File: src/rtl/ioperm_pkg.sv
package ioperm_pkg;

  typedef enum logic [1:0] {
    ST_IDLE   = 2'd0,
    ST_PTR    = 2'd1,
    ST_MAP    = 2'd2,
    ST_DECIDE = 2'd3
  } chk_state_e;

  typedef enum logic [1:0] {
    WID_BYTE  = 2'd0,
    WID_WORD  = 2'd1,
    WID_DWORD = 2'd2,
    WID_DWALT = 2'd3
  } acc_width_e;

  // number of consecutive ports covered by one access
  function automatic logic [2:0] width_span(input logic [1:0] code);
    case (code)
      WID_BYTE: width_span = 3'd1;
      WID_WORD: width_span = 3'd2;
      default:  width_span = 3'd4;
    endcase
  endfunction

endpackage

File: src/rtl/ioperm_mask.sv
module ioperm_mask #(
  parameter int WIN = 16,
  parameter int SHW = 3
) (
  input  logic [1:0]     width_code,
  input  logic [SHW-1:0] shift,
  output logic [WIN-1:0] mask
);
  import ioperm_pkg::*;

  localparam int IW = $clog2(WIN) + 2;

  logic [IW-1:0] span_w;
  logic [IW-1:0] shift_w;

  assign span_w  = IW'(width_span(width_code));
  assign shift_w = IW'(shift);

  // each window bit is selected when it lies in [shift, shift + span)
  generate
    for (genvar i = 0; i < WIN; i++) begin : g_bit
      localparam logic [IW-1:0] POS = IW'(i);
      assign mask[i] = (POS >= shift_w) && ((POS - shift_w) < span_w);
    end
  endgenerate

endmodule

File: src/rtl/ioperm_addr.sv
module ioperm_addr #(
  parameter int AW      = 32,
  parameter int PW      = 16,
  parameter int PTRW    = 16,
  parameter int PTR_OFS = 66,
  parameter int SHW     = 3
) (
  input  logic [AW-1:0]   base,
  input  logic [PW-1:0]   port,
  input  logic [PTRW-1:0] ptr,
  output logic [AW-1:0]   ptr_addr,
  output logic [AW-1:0]   map_addr
);
  localparam int IDXW = PW - SHW;

  logic [IDXW-1:0] byte_idx;

  assign byte_idx = port[PW-1:SHW];
  assign ptr_addr = base + AW'(PTR_OFS);
  assign map_addr = AW'(ptr) + AW'(byte_idx);

endmodule

File: src/rtl/ioperm_ctrl.sv
module ioperm_ctrl #(
  parameter int AW  = 32,
  parameter int PW  = 16,
  parameter int DW  = 16,
  parameter int SHW = 3
) (
  input  logic           clk,
  input  logic           rst,
  input  logic           req_valid,
  input  logic [PW-1:0]  req_port,
  input  logic [1:0]     req_width,
  input  logic           req_legacy,
  input  logic [AW-1:0]  ptr_addr,
  input  logic [AW-1:0]  map_addr,
  input  logic [DW-1:0]  mask,
  input  logic           mem_rvalid,
  input  logic [DW-1:0]  mem_rdata,
  output logic [PW-1:0]  port_q,
  output logic [1:0]     width_q,
  output logic           busy,
  output logic           mem_rd,
  output logic [AW-1:0]  mem_addr,
  output logic           done,
  output logic           allow
);
  import ioperm_pkg::*;

  chk_state_e     state;
  logic           legacy_q;
  logic [DW-1:0]  window_q;
  logic           clear_bits;

  assign clear_bits = ~|(window_q & mask);
  assign busy       = (state != ST_IDLE);

  always_ff @(posedge clk) begin
    if (rst) begin
      state    <= ST_IDLE;
      legacy_q <= 1'b0;
      window_q <= '0;
      port_q   <= '0;
      width_q  <= '0;
      mem_rd   <= 1'b0;
      mem_addr <= '0;
      done     <= 1'b0;
      allow    <= 1'b0;
    end else begin
      mem_rd <= 1'b0;
      done   <= 1'b0;
      allow  <= 1'b0;
      case (state)
        ST_IDLE: begin
          if (req_valid) begin
            port_q   <= req_port;
            width_q  <= req_width;
            legacy_q <= req_legacy;
            if (req_legacy) begin
              state <= ST_DECIDE;
            end else begin
              state    <= ST_PTR;
              mem_rd   <= 1'b1;
              mem_addr <= ptr_addr;
            end
          end
        end
        ST_PTR: begin
          if (mem_rvalid) begin
            state    <= ST_MAP;
            mem_rd   <= 1'b1;
            mem_addr <= map_addr;
          end
        end
        ST_MAP: begin
          if (mem_rvalid) begin
            window_q <= mem_rdata;
            state    <= ST_DECIDE;
          end
        end
        ST_DECIDE: begin
          done  <= 1'b1;
          allow <= !legacy_q && clear_bits;
          state <= ST_IDLE;
        end
        default: state <= ST_IDLE;
      endcase
    end
  end

endmodule

File: src/rtl/ioperm_gate.sv
module ioperm_gate #(
  parameter int AW      = 32,
  parameter int PW      = 16,
  parameter int PTR_OFS = 66
) (
  input  logic          clk,
  input  logic          rst,
  input  logic          req_valid,
  input  logic [PW-1:0] req_port,
  input  logic [1:0]    req_width,
  input  logic [AW-1:0] req_base,
  input  logic          req_legacy,
  output logic          busy,
  output logic          mem_rd,
  output logic [AW-1:0] mem_addr,
  input  logic          mem_rvalid,
  input  logic [15:0]   mem_rdata,
  output logic          done,
  output logic          allow
);
  localparam int BYTEW = 8;
  localparam int DW    = 2 * BYTEW;
  localparam int SHW   = $clog2(BYTEW);

  logic [PW-1:0] port_q;
  logic [1:0]    width_q;
  logic [AW-1:0] ptr_addr;
  logic [AW-1:0] map_addr;
  logic [DW-1:0] mask;

  ioperm_addr #(
    .AW(AW), .PW(PW), .PTRW(DW), .PTR_OFS(PTR_OFS), .SHW(SHW)
  ) u_addr (
    .base     (req_base),
    .port     (port_q),
    .ptr      (mem_rdata),
    .ptr_addr (ptr_addr),
    .map_addr (map_addr)
  );

  ioperm_mask #(
    .WIN(DW), .SHW(SHW)
  ) u_mask (
    .width_code (width_q),
    .shift      (port_q[SHW-1:0]),
    .mask       (mask)
  );

  ioperm_ctrl #(
    .AW(AW), .PW(PW), .DW(DW), .SHW(SHW)
  ) u_ctrl (
    .clk        (clk),
    .rst        (rst),
    .req_valid  (req_valid),
    .req_port   (req_port),
    .req_width  (req_width),
    .req_legacy (req_legacy),
    .ptr_addr   (ptr_addr),
    .map_addr   (map_addr),
    .mask       (mask),
    .mem_rvalid (mem_rvalid),
    .mem_rdata  (mem_rdata),
    .port_q     (port_q),
    .width_q    (width_q),
    .busy       (busy),
    .mem_rd     (mem_rd),
    .mem_addr   (mem_addr),
    .done       (done),
    .allow      (allow)
  );

endmodule

File: config.mk
export PLATFORM = sky130hd
export DESIGN_NAME = ioperm_gate
export DESIGN_NICKNAME = d
export VERILOG_FILES = /design/src/rtl/ioperm_pkg.sv /design/src/rtl/ioperm_mask.sv /design/src/rtl/ioperm_addr.sv /design/src/rtl/ioperm_ctrl.sv /design/src/rtl/ioperm_gate.sv
export SDC_FILE = /design/constraint.sdc
export NUM_CORES = 1
export LEC_CHECK = 0
export BUFFER_PORTS_ARGS = -buffer_cell sky130_fd_sc_hd__buf_2
export CORE_ASPECT_RATIO = 0.7
export CORE_UTILIZATION = 50
export CTS_BUF_LIST = sky130_fd_sc_hd__clkbuf_8
export CTS_CLUSTER_DIAMETER = 100
export DETAILED_ROUTE_END_ITERATION = 8
export PLACE_DENSITY = 0.82
export SYNTH_ARGS = -nofsm -noshare
export SYNTH_HDL_FRONTEND = slang
export SYNTH_HIERARCHICAL = 1
export SYNTH_SLANG_ARGS = --single-unit
File: constraint.sdc
create_clock -name clk -period 6.3 [get_ports clk]
set_clock_uncertainty 0.1 [all_clocks]
set_input_delay 1.26 -clock clk [delete_from_list [all_inputs] [get_ports clk]]
set_output_delay 1.26 -clock clk [all_outputs]
set_load 0.01 [all_outputs]
==> impl_metrics.py, run 1 <==
metrics = {
    "worst_setup_path": {
        "cpLargestDelayFamily": "compound AO/OA/AOI/OAI gates",
        "cp-startpoint": "mem_rdata[0]",
        "path_cells": "buf_2, ha_1, fa_1, a21o_1, a221oi_2, nor3_1, or3_1, mux2_2, a211oi_1, a211oi_2",
        "path_max_fanout": 5,
        "crit_slowest_cell": "a221oi_2",
        "slowest_delay_ns": 0.44,
        "critPathBufInv": 1,
        "cp_data_arrival_time_ns": 3.72,
        "regToRegStartpoint": "u_ctrl/port_q[3]",
        "critical_path_required_ns": 6.41,
        "cp-start-kind": "input pin",
        "crit_path_end_kind": "flip-flop",
        "worstSetupPathType": "in2reg",
    },
    "power": {
        "p_leak_nw": 2.60,
        "worst_ir_drop_vdd_v": 0.000428,
        "internal_power_mw": 1.38,
        "power_frac_clock_pct": 16.8,
        "p_sw_share_pct": 43.8,
        "power_frac_comb_pct": 54.3,
        "seqPwrFrac_pct": 28.8,
        "p_sw_mw": 1.08,
        "power_density_nw_per_um2": 400,
    },
    "cts": {
        "post_cts_buffers": 0,
        "cts_tree": "yes",
        "h-tree-depth": 3,
        "ctsHoldBuffers": 0,
        "cts.sinks": 72,
        "clockBufferDepth": 2,
        "cts_root_buf": "clkbuf_8",
        "clk_pin_slew_ns": 0.08,
        "cts_buffers": 9,
        "cts_resized": 0,
        "clk_latency_ns": 0.36,
    },
    "global_routing": {
        "grt_pass1_wl_mm": 21.7,
        "antenna_found_initial": 0,
        "grt_pass1_vias": 4385,
        "overflow": 0,
        "grt.total_usage_pct": 24.6,
        "grt_start_max_net_pins": 41,
    },
    "finish": {
        "n_antenna_cell": 0,
        "layout_commonest_cell": "buf_2",
        "fin_nets": 846,
        "area_growth_pct": 12.6,
        "final_layout_size_suffix_gt1_share_pct": 28.2,
        "layout_common_cells": "buf_2 (106), nand2_1 (97), dfxtp_1 (72)",
        "design_area_um2": 6160,
    },
    "timing": {
        "fin_setup_tns_ns": 0,
        "post-route-period-util_pct": 57.4,
        "worstMarginPinSlew_ns": 0.725,
        "slew_headroom_pct": 51.7,
        "setup_viol": 0,
        "fmax_mhz": 277,
        "hold_viol": 0,
        "rsz0062_at_grt": "no",
        "slew_violations": 0,
        "min_period_ns": 3.61,
    },
    "synth": {
        "synth_edf_count": 0,
        "yosysTopAreaCellShare_pct": 26.4,
        "async_flop_share_pct": 0,
        "yosysWarnings": 6,
        "netlist_area_um2": 5470,
        "avgSynthCellArea_um2": 8.44,
        "synthCells": 648,
        "ys_ff_latch": 72,
        "ys_seq_area_share_pct": 26.4,
        "ys_types": 64,
        "yosysTopAreaCell": "dfxtp_1",
        "synthTopCellsByArea": "dfxtp_1 (26%), ha_1 (9.6%), a211oi_2 (7.1%)",
        "synth_flop_cell": "dfxtp_1",
    },
    "route": {
        "num_vias": 4862,
        "postRouteAntennaNets": 0,
        "initialDrtViolationCount": 360,
        "wl_per_cell_um": 16.3,
        "via_per_inst": 5.61,
        "drt_first_pass_iters": 5,
        "wl_mm": 14.2,
        "drc": 0,
    },
    "die": {
        "die_area_um2": 11400,
        "core_area_um2": 10500,
        "pin_count": 107,
        "die_w_um": 127,
        "num_rows": 31,
        "initial_core_util_pct": 52.2,
        "die_h_um": 89.5,
    },
    "hold_path": {
        "hold_path_startpoint": "u_ctrl/window_q[4]",
        "hp-class": "reg2reg",
    },
    "placed_design": {
        "io_buffer_count": 106,
        "dpl_cell_area_um2": 5940,
        "dp_hpwl_mm": 10.7,
        "gp_congestion": 0.907,
    },
    "status": {
        "status": "complete, no violations",
    },
    "run": {
        "cap_violations": 0,
    },
}
## through the flow
stage	hold WS, ns	instances	worst slack [ns]	utilization, %	total power [mW]
floorplan	0.336	663	2.74	-	1.73
global placement	0.342	852	2.43	56.7	1.99
detailed placement	0.351	852	2.36	56.7	2.04
CTS	0.363	867	2.74	58.8	2.45
global route	0.386	867	2.62	58.8	2.63
finish	0.357	867	2.69	58.8	2.46
## worst paths after layout
| path | to | cells after the start | slack, ns |
|---|---|---|---|
| worst max-delay path | u_ctrl/mem_addr[14] | 10 | 2.69 |
| worst min-delay path | u_ctrl/window_q[4] | 2 | 0.36 |
| worst max register to register | u_ctrl/mem_addr[14] | 9 | 3.37 |
| worst min register to register | u_ctrl/window_q[4] | 2 | 0.36 |
## worst reg2reg max path, delay by kind of cell (launching register included)
family,cells,cell delay [ns]
AOI/OAI and AO/OA,4,1.00
DFF,1,0.32
muxes,1,0.26
adders and majority gates,2,0.64
and+or+nand+nor,2,0.47
## power by group through the flow
| stage | sequential [mW] | combinational [mW] | clock [mW] |
|---|---|---|---|
| 2_1_floorplan | 0.742 | 0.986 | 0 |
| 3_3_place_gp | 0.708 | 1.28 | 0 |
| 3_5_place_dp | 0.716 | 1.32 | 0 |
| 4_1_cts | 0.708 | 1.32 | 0.422 |
| 5_1_grt | 0.729 | 1.45 | 0.445 |
| 6_report | 0.710 | 1.34 | 0.414 |
## logic make-up (layout without fill, tap and decap cells)
family,count (synthesis),count (layout),synth area share [%]
and+or+nand+nor,179,179,15.8
DFF,72,72,26.4
xor gates and xnor gates,40,40,6.41
other,2,17,0.137
AOI/OAI and AO/OA,167,167,24.0
buffers and inverters,109,181,9.61
muxes,35,35,7.37
adders and majority gates,44,44,10.3
## per-layer routing
metal  global-route usage [%]  wire length [um]  vias to the layer above
li1                         -                 -                     2414
met3                     5.21               900                       16
met1                     35.6              7020                     2279
met2                     37.2              6080                      153
met4                     6.49               163                        0
met5                        0                 0                        -
## flip-flops by register name, indices dropped and copies added (netlist names)
| signal | cells |
|---|---|
| u_ctrl/allow | 1 |
| u_ctrl/port_q | 16 |
| u_ctrl/width_q | 2 |
| u_ctrl/done | 1 |
| u_ctrl/window_q | 16 |
| u_ctrl/mem_rd | 1 |
| u_ctrl/legacy_q | 1 |
| u_ctrl/state | 2 |
| u_ctrl/mem_addr | 32 |
## cell type report
class / instances / area (um^2)
clock inverter: 5 / 81.3
sequential: 72 / 1440
fill: 941 / 4310
tap: 132 / 165
inverter: 55 / 206
clock buffer: 10 / 138
multi-input combinational: 482 / 3560
timing repair buffer: 111 / 568
## synth_stat cells (3+ instances only)
library cell	instances
o21ai_0	8
a311oi_1	3
a21boi_0	4
xor2_1	13
buf_6	4
mux2_2	32
a21oi_1	49
nand2b_1	3
xnor2_1	27
and2_1	5
buf_2	9
dfxtp_1	72
nor2_1	12
buf_4	20
a22oi_1	7
nor3_1	11
a31oi_1	4
a211oi_2	31
a21o_1	5
ha_1	42
clkbuf_1	21
a211oi_1	35
nand3_1	15
inv_1	54
nand2_1	97
nand4_1	9
and3_1	8
o21a_1	3
No activity file was read; power rests on OpenSTA's default activity.
==> run 2, diff against run 1 <==
==> constraint.sdc (replaced) <==
create_clock -name clk -period 3.65 [get_ports clk]
set_clock_uncertainty 0.1 [all_clocks]
set_input_delay 0.73 -clock clk [delete_from_list [all_inputs] [get_ports clk]]
set_output_delay 0.73 -clock clk [all_outputs]
set_load 0.01 [all_outputs]
==> impl_metrics.py, run 2 (same netlist as run 1, synthesis figures left out) <==
metrics = {
    "timing": {
        "slew_violations": 0,
        "whs_ns": 0.359,
        "worstMarginPinSlew_ns": 0.752,
        "fin_setup_tns_ns": 0,
        "slew_headroom_pct": 49.8,
        "fmax_mhz": 330,
        "post-route-period-util_pct": 83.1,
        "setup_viol": 0,
        "min_period_ns": 3.03,
        "setup_ws_ns": 0.617,
        "rsz0062_at_grt": "no",
        "hold_viol": 0,
    },
    "global_routing": {
        "grt.total_usage_pct": 25.5,
        "grt_start_max_net_pins": 38,
        "antenna_found_initial": 0,
        "overflow": 0,
        "grt_pass1_vias": 4511,
        "grt_pass1_wl_mm": 22.5,
    },
    "finish": {
        "largest_reg_flops": 32,
        "layout_common_cells": "buf_2 (106), nand2_1 (97), dfxtp_1 (72)",
        "final_layout_size_suffix_gt1_share_pct": 28.2,
        "fin_nets": 847,
        "regMostFlops": "u_ctrl/mem_addr",
        "area_growth_pct": 12.4,
        "n_antenna_cell": 0,
        "fillers": 955,
        "reg_top3": "u_ctrl/mem_addr x32, u_ctrl/port_q x16, u_ctrl/window_q x16",
        "design_area_um2": 6140,
        "layout_commonest_cell": "buf_2",
    },
    "cts": {
        "clk_pin_slew_ns": 0.07,
        "cts_resized": 0,
        "cts.sinks": 72,
        "h-tree-depth": 3,
        "clk_latency_ns": 0.36,
        "cts_root_buf": "clkbuf_8",
        "ctsHoldBuffers": 0,
        "post_cts_buffers": 0,
        "cts_tree": "yes",
        "cts_buffers": 9,
        "clockBufferDepth": 2,
    },
    "die": {
        "die_h_um": 89.5,
        "die_area_um2": 11400,
        "num_rows": 31,
        "die_w_um": 127,
        "core_area_um2": 10500,
        "initial_core_util_pct": 52.2,
        "pin_count": 107,
    },
    "worst_setup_path": {
        "regToRegStartpoint": "u_ctrl/port_q[3]",
        "path_max_fanout": 5,
        "critPathBufInv": 1,
        "path_common_cell": "a211oi_1",
        "r2r_slack_ns": 0.76,
        "r2r_end": "u_ctrl/mem_addr[10]",
        "crit_slowest_cell": "a221oi_2",
        "critical_path_required_ns": 3.77,
        "cpLargestDelayFamily": "compound AO/OA/AOI/OAI gates",
        "worstSetupPathType": "in2reg",
        "cp_data_arrival_time_ns": 3.15,
        "cp-start-kind": "input pin",
        "crit_path_end_kind": "flip-flop",
        "slowest_delay_ns": 0.45,
        "critical_path_depth": 11,
        "r2r_cells": 10,
        "path_cells": "buf_2, ha_1, fa_1, a21o_1, a221oi_2, nand3b_1, a311oi_2, xor2_1, mux2_2, a211oi_1, a211oi_1",
        "critPathCapture": "u_ctrl/mem_addr[10]",
        "cp-startpoint": "mem_rdata[0]",
    },
    "power": {
        "p_leak_nw": 2.60,
        "worst_ir_drop_vdd_v": 0.000485,
        "power.total_mw": 4.17,
        "power_density_nw_per_um2": 679,
    },
    "route": {
        "initialDrtViolationCount": 379,
        "drt_first_pass_iters": 6,
        "wl_per_cell_um": 16.4,
        "via_per_inst": 5.61,
        "wl_mm": 14.3,
        "postRouteAntennaNets": 0,
        "drc": 0,
        "num_vias": 4878,
    },
    "placed_design": {
        "io_buffer_count": 106,
        "gp_congestion": 0.888,
        "pre_cts_ws_ns": 0.285,
        "dpl_cell_area_um2": 5950,
        "dp_hpwl_mm": 10.8,
    },
    "hold_path": {
        "hp-class": "reg2reg",
    },
    "status": {
        "status": "complete, no violations",
    },
    "run": {
        "cap_violations": 0,
    },
}
[run 2: changes by cell type in the layout (fill, tap and decap cells not counted)]
cell	change
bufinv_16	-1
clkinv_2	+1
inv_1	+1
buf_4	+1
[run 2: worst min-delay path by stage]
stage,endpoint,depth (start not counted),slack [ns],start
after floorplan,u_ctrl/window_q[10],2,0.34,u_ctrl/window_q[10]
after global placement,u_ctrl/window_q[5],2,0.34,u_ctrl/window_q[5]
after detailed placement,u_ctrl/window_q[5],2,0.35,u_ctrl/window_q[5]
after CTS,u_ctrl/window_q[5],2,0.36,u_ctrl/window_q[5]
after global routing,u_ctrl/legacy_q,2,0.37,u_ctrl/legacy_q
final,u_ctrl/window_q[2],2,0.36,u_ctrl/window_q[2]
[run 2: tightest hold or removal path: stages (launching register included)]
cell and delay, ns:
dfxtp_1 0.31, nand2_1 0.05, a21oi_1 0.05
[run 2: through the flow]
stage	utilization, %	std cells
3_5_place_dp	56.8	853
5_1_grt	58.7	869
4_1_cts	58.7	869
6_report	58.7	869
3_3_place_gp	56.8	853
2_1_floorplan	-	663
[run 2: metal layers]
layer  up-vias  routed length [um]  track usage, %
li1       2420                   -               -
met1      2270                6900            35.6
met2       175                6220            40.0
met3        13                1030            5.21
met4         0                 132            6.71
met5         -                   0               0
[run 2: area by class of cell]
cell class	instances	area, um^2	area share (%)
Multi-Input combinational cell	482	3560	57.9
Sequential cell	72	1440	23.5
Timing Repair Buffer	112	576	9.37
Inverter	55	206	3.36
Tap cell	132	165	2.69
Clock buffer	10	138	2.24
Clock inverter	6	60.1	0.977
[run 2: report_power, final]
group	total (mW)	internal (mW)	switching, mW
registers	1.22	1.04	0.179
logic	2.30	0.946	1.35
clock network	0.646	0.331	0.315
